--- src/rtl/trss_pkg.sv ---
package trss_pkg;
  localparam int unsigned REG_W = 32;
  localparam int unsigned NUM_WP = 4;
  localparam int unsigned START_LSB = 0;
  localparam int unsigned STOP_LSB = 16;
  localparam int unsigned EN_BIT = 25;
  localparam int unsigned STAT_BIT = 2;

  typedef enum logic [1:0] {
    RA_SEL  = 2'd0,
    RA_CTRL = 2'd1,
    RA_STAT = 2'd2,
    RA_NONE = 2'd3
  } reg_addr_e;
endpackage

--- src/rtl/trss_regs.sv ---
module trss_regs #(
  parameter int unsigned NUM_WP = 4
) (
  input  logic              clk_i,
  input  logic              rst_ni,
  input  logic              sel_we_i,
  input  logic              ctrl_we_i,
  input  logic [NUM_WP-1:0] start_wdata_i,
  input  logic [NUM_WP-1:0] stop_wdata_i,
  input  logic              en_wdata_i,
  output logic [NUM_WP-1:0] start_mask_o,
  output logic [NUM_WP-1:0] stop_mask_o,
  output logic              gate_en_o
);
  always_ff @(posedge clk_i or negedge rst_ni) begin
    if (!rst_ni) begin
      start_mask_o <= '0;
      stop_mask_o  <= '0;
    end else if (sel_we_i) begin
      start_mask_o <= start_wdata_i;
      stop_mask_o  <= stop_wdata_i;
    end
  end

  always_ff @(posedge clk_i or negedge rst_ni) begin
    if (!rst_ni)        gate_en_o <= 1'b0;
    else if (ctrl_we_i) gate_en_o <= en_wdata_i;
  end

  AST_EN_WRITE: assert property (@(posedge clk_i) disable iff (!rst_ni)
    ctrl_we_i |=> gate_en_o == $past(en_wdata_i));
  AST_SEL_KEEP: assert property (@(posedge clk_i) disable iff (!rst_ni)
    !sel_we_i |=> $stable(start_mask_o) && $stable(stop_mask_o));
endmodule

--- src/rtl/trss_match.sv ---
module trss_match #(
  parameter int unsigned NUM_WP = 4
) (
  input  logic [NUM_WP-1:0] hit_i,
  input  logic [NUM_WP-1:0] start_mask_i,
  input  logic [NUM_WP-1:0] stop_mask_i,
  output logic              start_o,
  output logic              stop_o
);
  logic [NUM_WP-1:0] start_q, stop_q;

  for (genvar k = 0; k < NUM_WP; k++) begin : g_wp
    assign start_q[k] = hit_i[k] & start_mask_i[k];
    assign stop_q[k]  = hit_i[k] & stop_mask_i[k];
  end

  assign start_o = |start_q;
  assign stop_o  = |stop_q;

  always_comb begin
    if (hit_i == '0) AST_NO_HIT_NO_EVT: assert (!start_o && !stop_o);
  end
endmodule

--- src/rtl/trss_state.sv ---
module trss_state (
  input  logic clk_i,
  input  logic rst_ni,
  input  logic start_i,
  input  logic stop_i,
  input  logic hold_i,
  input  logic sw_we_i,
  input  logic sw_val_i,
  output logic state_o
);
  logic state_d;

  always_comb begin
    state_d = state_o;
    if (sw_we_i)     state_d = sw_val_i;
    else if (hold_i) state_d = state_o;
    else if (stop_i) state_d = 1'b0;
    else if (start_i) state_d = 1'b1;
  end

  always_ff @(posedge clk_i or negedge rst_ni) begin
    if (!rst_ni) state_o <= 1'b0;
    else         state_o <= state_d;
  end

  AST_STOP_WINS: assert property (@(posedge clk_i) disable iff (!rst_ni)
    (stop_i && !hold_i && !sw_we_i) |=> !state_o);
  AST_START_SETS: assert property (@(posedge clk_i) disable iff (!rst_ni)
    (start_i && !stop_i && !hold_i && !sw_we_i) |=> state_o);
  AST_PROG_FREEZE: assert property (@(posedge clk_i) disable iff (!rst_ni)
    (hold_i && !sw_we_i) |=> $stable(state_o));
  AST_SW_LOAD: assert property (@(posedge clk_i) disable iff (!rst_ni)
    sw_we_i |=> state_o == $past(sw_val_i));
  AST_IDLE_HOLD: assert property (@(posedge clk_i) disable iff (!rst_ni)
    (!start_i && !stop_i && !sw_we_i) |=> $stable(state_o));
endmodule

--- src/rtl/trace_startstop.sv ---
module trace_startstop
  import trss_pkg::*;
(
  input  logic                 clk_i,
  input  logic                 rst_ni,
  input  logic [NUM_WP-1:0]    wp_hit_i,
  input  logic                 prog_i,
  input  logic                 reg_we_i,
  input  logic [1:0]           reg_addr_i,
  input  logic [REG_W-1:0]     reg_wdata_i,
  output logic [REG_W-1:0]     reg_rdata_o,
  output logic                 state_o,
  output logic                 trace_en_o
);
  logic [NUM_WP-1:0] start_mask, stop_mask;
  logic gate_en, start_evt, stop_evt;
  logic sel_we, ctrl_we, stat_we;
  logic unused_wdata;

  assign sel_we  = reg_we_i && (reg_addr_i == RA_SEL);
  assign ctrl_we = reg_we_i && (reg_addr_i == RA_CTRL);
  assign stat_we = reg_we_i && (reg_addr_i == RA_STAT);
  assign unused_wdata = ^reg_wdata_i;

  trss_regs #(.NUM_WP(NUM_WP)) u_regs (
    .clk_i         (clk_i),
    .rst_ni        (rst_ni),
    .sel_we_i      (sel_we),
    .ctrl_we_i     (ctrl_we),
    .start_wdata_i (reg_wdata_i[START_LSB +: NUM_WP]),
    .stop_wdata_i  (reg_wdata_i[STOP_LSB +: NUM_WP]),
    .en_wdata_i    (reg_wdata_i[EN_BIT]),
    .start_mask_o  (start_mask),
    .stop_mask_o   (stop_mask),
    .gate_en_o     (gate_en)
  );

  trss_match #(.NUM_WP(NUM_WP)) u_match (
    .hit_i        (wp_hit_i),
    .start_mask_i (start_mask),
    .stop_mask_i  (stop_mask),
    .start_o      (start_evt),
    .stop_o       (stop_evt)
  );

  trss_state u_state (
    .clk_i    (clk_i),
    .rst_ni   (rst_ni),
    .start_i  (start_evt),
    .stop_i   (stop_evt),
    .hold_i   (prog_i),
    .sw_we_i  (stat_we),
    .sw_val_i (reg_wdata_i[STAT_BIT]),
    .state_o  (state_o)
  );

  // gating off leaves tracing unqualified by the start/stop state
  assign trace_en_o = gate_en ? state_o : 1'b1;

  always_comb begin
    reg_rdata_o = '0;
    unique case (reg_addr_i)
      RA_SEL: begin
        reg_rdata_o[START_LSB +: NUM_WP] = start_mask;
        reg_rdata_o[STOP_LSB +: NUM_WP]  = stop_mask;
      end
      RA_CTRL: reg_rdata_o[EN_BIT]   = gate_en;
      RA_STAT: reg_rdata_o[STAT_BIT] = state_o;
      default: reg_rdata_o = '0;
    endcase
  end

  AST_RESET_QUAL: assert property (@(posedge clk_i) disable iff (!rst_ni)
    $past(!rst_ni) |-> trace_en_o);
  AST_STAT_ONLY_BIT: assert property (@(posedge clk_i) disable iff (!rst_ni)
    (reg_addr_i == RA_STAT) |-> $countones(reg_rdata_o) <= 1);
  AST_SPARE_ZERO: assert property (@(posedge clk_i) disable iff (!rst_ni)
    (reg_addr_i == RA_NONE) |-> reg_rdata_o == '0);
endmodule

--- config.mk ---
export PLATFORM = sky130hd
export DESIGN_NAME = trace_startstop
export DESIGN_NICKNAME = d
export VERILOG_FILES = /design/src/rtl/trss_pkg.sv /design/src/rtl/trss_regs.sv /design/src/rtl/trss_match.sv /design/src/rtl/trss_state.sv /design/src/rtl/trace_startstop.sv
export SDC_FILE = /design/constraint.sdc
export NUM_CORES = 1
export LEC_CHECK = 0
export BUFFER_PORTS_ARGS = -buffer_cell sky130_fd_sc_hd__buf_2
export CAP_MARGIN = 20
export CORE_ASPECT_RATIO = 0.75
export CORE_MARGIN = 3
export CORE_UTILIZATION = 37
export CTS_CLUSTER_SIZE = 28
export DETAILED_ROUTE_END_ITERATION = 8
export PLACE_DENSITY_LB_ADDON = 0.2
export SLEW_MARGIN = 5
export SYNTH_ARGS = -nofsm -noshare
export SYNTH_HDL_FRONTEND = slang
export SYNTH_HIERARCHICAL = 1
export SYNTH_SLANG_ARGS = --single-unit
--- constraint.sdc ---
create_clock -name clk_i -period 2.1 [get_ports clk_i]
set_input_delay 0.63 -clock clk_i [delete_from_list [all_inputs] [get_ports clk_i]]
set_output_delay 0.63 -clock clk_i [all_outputs]
set_load 0.01 [all_outputs]
# --- Word-level counts from Yosys, hierarchy flattened ---
# Index checks and enable logic that the tools add are counted.
word_totals:
  ff_bits: 10
  word_cells: 33
  out_inout_bits: 34
op_classes:
  n_reduce_logical: 8
  n_bitwise: 8
  n_mux: 10
  n_eq_ne: 3
ops:
  columns: ["operator", "n"]
  rows:
  - ["$and A1 B1 Y1", 8]
  - ["$reduce_or A4 Y1", 2]
  - ["$mux W1", 7]
  - ["$mux W4", 1]
  - ["$logic_and A1 B1 Y1", 3]
  - ["$reduce_bool A3 Y1", 1]
  - ["$eq A2 B1 Y1 const B", 1]
  - ["$eq A2 B2 Y1 const B", 1]
  - ["$logic_not A2 Y1", 1]
  - ["$mux W2", 1]
  - ["$ne A2 B1 Y1 const B", 1]
  - ["$pmux W1 S2", 1]
  - ["$reduce_and A2 Y1", 1]

# --- Longest topological paths before layout ---
logic_depth:
  word_depth: 6
  ltp_mapped: 4

# --- By module ---
# The synthesis kept the hierarchy.
by_module_without_submodules:
  columns: ["module", "seq_area_each_um2", "cells_per_inst", "n_inst", "area_each_um2"]
  rows:
  - ["trss_regs", 225.2, 19, 1, 367.9]
  - ["trace_startstop", 0.0, 39, 1, 282.8]
  - ["trss_state", 25.0, 6, 1, 50.0]
  - ["trss_match", 0.0, 6, 1, 37.5]

# --- Worst setup path after synthesis ---
# No wires, ideal clock.
synth_timing:
  path_type: "input to output"
  from: "input reg_addr_i[1]"
  to: "output reg_rdata_o[0]"
  stages: 2
  slack_ns: 0.498
  arrival_time_ns: 0.972
  path_cell_list: "nor2_2 and2_1"
synth_via:
  elab_chain_len: 2
synth_rtl:
  columns: ["element", "line", "text"]
  rows:
  - ["start: declaration", "trace_startstop.sv:9", "input logic [1:0] reg_addr_i,"]
  - ["$logic_not A2 Y1", "trace_startstop.sv:62", "unique case (reg_addr_i)"]
  - ["$mux W2", "trace_startstop.sv:62", null]
  - ["end: declaration", "trace_startstop.sv:11", "output logic [REG_W-1:0] reg_rdata_o,"]
# Every way passes these cells.

# --- Final worst setup path ---
layout_timing:
  from: "input reg_addr_i[1]"
  to: "output reg_rdata_o[17]"
layout_via:
  elab_chain_len: 2
layout_rtl:
  columns: ["element", "line"]
  rows:
  - ["$logic_not A2 Y1", "trace_startstop.sv:62"]
  - ["$mux W4", "trace_startstop.sv:62"]
# Every way passes these cells.

==> results.sh <==
export IMPL_status="finished clean"
export IMPL_portBuffers=29
export IMPL_ys_warnings_count=6
export IMPL_clkTransAtPathRegs_ns=0.07
export IMPL_drtIter0Drc=6
export IMPL_maxCapViolCount=0
export IMPL_ys_ff_latch=10
export IMPL_syn_avg_cell_area_um2=10.5
export IMPL_crit_path_start="reg_addr_i[1]"
export IMPL_post_cts_buffers=0
export IMPL_antenna_found_initial=0
export IMPL_viasPerCell=4.15
export IMPL_cts_buffers=3
export IMPL_cts_resized=0
export IMPL_layout_commonest_cell="buf_2"
export IMPL_ios=76
export IMPL_timing_final_crit_period_ns=1.96
export IMPL_cts_path_max_buffers=2
export IMPL_period_share=0.932
export IMPL_synthesis_area_um2=738
export IMPL_placed_area_um2=817
export IMPL_wire_per_inst_um=10.7
export IMPL_fp_coreArea_um2=1810
export IMPL_finalSetupTns_ns=0
export IMPL_firstDrtPassIters=2
export IMPL_fin_cells=124
export IMPL_worst_setup_path_start_kind="input port"
export IMPL_grt_pass1_vias=459
export IMPL_worstSetupPathType="in2out"
export IMPL_cts_root_buf="clkbuf_4"
export IMPL_synth_seq_area_share=0.339
export IMPL_worstPathMaxFanout=8
export IMPL_cts_tree="yes"
export IMPL_fin_ws_ns=0.143
export IMPL_r2r_cells=4
export IMPL_final_area_um2=853
export IMPL_vias=514
export IMPL_n_antenna_cell=0
export IMPL_numClockSinks=10
export IMPL_track_usage=0.114
export IMPL_drv_slew=0
export IMPL_ys_types=18
export IMPL_clock_fmax_ghz=0.511
export IMPL_setup_viol=0
export IMPL_r2r_setup_slack_ns=1.08
export IMPL_leakage_uw=0.000492
export IMPL_finClkSkew_ns=0.00748
export IMPL_layout_drive_gt1_share=0.461
export IMPL_clock_latency_ns=0.27
export IMPL_nNetsFinal=145
export IMPL_r2r_start="u_regs/stop_mask_o[2]$_DFFE_PN0P_"
export IMPL_wl_um=1330
export IMPL_dieArea_um2=2570
export IMPL_initial_core_util=0.409
export IMPL_power_density_nw_per_um2=707
export IMPL_holdBufCountCts=0
export IMPL_critPathRequiredTime_ns=1.47
export IMPL_hpwl_um=1120
export IMPL_htree_levels=1
export IMPL_pre_cts_ws_ns=0.118
export IMPL_die_h_um=44.7
export IMPL_grt_max_degree=11
export IMPL_vdd_drop_max_uv=377
export IMPL_rsz0062_at_grt="false"
export IMPL_dp_cells=120
export IMPL_postRouteAntennaNets=0
export IMPL_final_cell_mix="buf_2, conb_1, dfrtp_1"
export IMPL_crit_arrival_ns=1.33
export IMPL_hold_viol_final=0
export IMPL_die_w_um=57.6
export IMPL_syn_inst=70
export IMPL_grt_ovfl_total=0
export IMPL_grt_pass1_wl_um=2090
export IMPL_hold_class="in2async"
export IMPL_drc=0
export IMPL_syn2layout_area_growth_pct=15.6
export IMPL_crit_path_end_kind="output port"
export IMPL_gp_congestion=0.698
export IMPL_r2r_end="u_state/state_o$_DFFE_PN0P_"
export IMPL_num_rows=13
[flip-flops by register name, indices dropped and copies added (netlist names)]
register,count
u_regs/gate_en_o,1
u_regs/start_mask_o,4
u_state/state_o,1
u_regs/stop_mask_o,4
[worst max path at each step]
stage | end | slack, ns | cells after the start
5_1_grt | reg_rdata_o[17] | 0.06 | 4
3_3_place_gp | reg_rdata_o[18] | 0.16 | 4
6_report | reg_rdata_o[17] | 0.14 | 4
3_5_place_dp | reg_rdata_o[17] | 0.12 | 4
2_1_floorplan | reg_rdata_o[0] | 0.50 | 2
4_1_cts | reg_rdata_o[17] | 0.12 | 4
[routing by layer]
metal / global-route usage / vias to the layer above / wire (um)
met2: 0.169 / 30 / 618
met4: 0.0556 / 0 / 20
met1: 0.134 / 224 / 519
li1: - / 255 / -
met3: 0.0641 / 5 / 171
met5: 0 / - / 0
[cells in the mapped netlist]
cell / number / area, um^2
dfrtp_1: 10 / 250
a21oi_1: 1 / 5.00
mux2_4: 8 / 120
a22oi_1: 4 / 30.0
mux2i_1: 1 / 10.0
and2_1: 8 / 50.1
nand2b_1: 1 / 6.26
o21ai_1: 1 / 5.00
and3b_2: 3 / 30.0
mux2_2: 1 / 11.3
nor2_1: 1 / 3.75
nor2_2: 1 / 6.26
buf_4: 23 / 173
buf_6: 1 / 11.3
inv_1: 1 / 3.75
conb_1: 1 / 3.75
nand2_1: 3 / 11.3
a21o_1: 1 / 7.51
[per-stage QoR]
stage | hold WS (ns) | util | total power, uW
after floorplan | 0.334 | - | 407
after global placement | 0.506 | 0.453 | 435
after detailed placement | 0.509 | 0.453 | 437
after CTS | 0.213 | 0.473 | 613
after global routing | 0.211 | 0.473 | 653
final | 0.210 | 0.473 | 604
[report_power, final]
group	internal, uW	leakage [uW]	switching [uW]	total (uW)
registers	231	0.000119	29.8	260
logic	94.9	0.000353	76.6	171
clock network	105	0.0000210	66.5	172
[area by class of cell]
cell class              count  area (um^2)
repair buffers             30          153
fillers                   183          952
clock buffers               4         36.3
inverters                   1         3.75
multi-input cells          57          383
well taps                  22         27.5
flip-flops and latches     10          250
[cell families (layout without fill, tap and decap cells)]
family,Yosys count,in the layout,share of synthesized area
simple gates,17,17,0.146
mux,10,10,0.192
buf+inv,25,35,0.254
other cells,1,23,0.00508
flops,10,10,0.339
compound gates,7,7,0.0644
[critical path: stages]
cell,delay (ns)
buf_2,0.13
nor2_2,0.26
and2_1,0.18
buf_2,0.13
No activity file was read; power rests on OpenSTA's default activity.
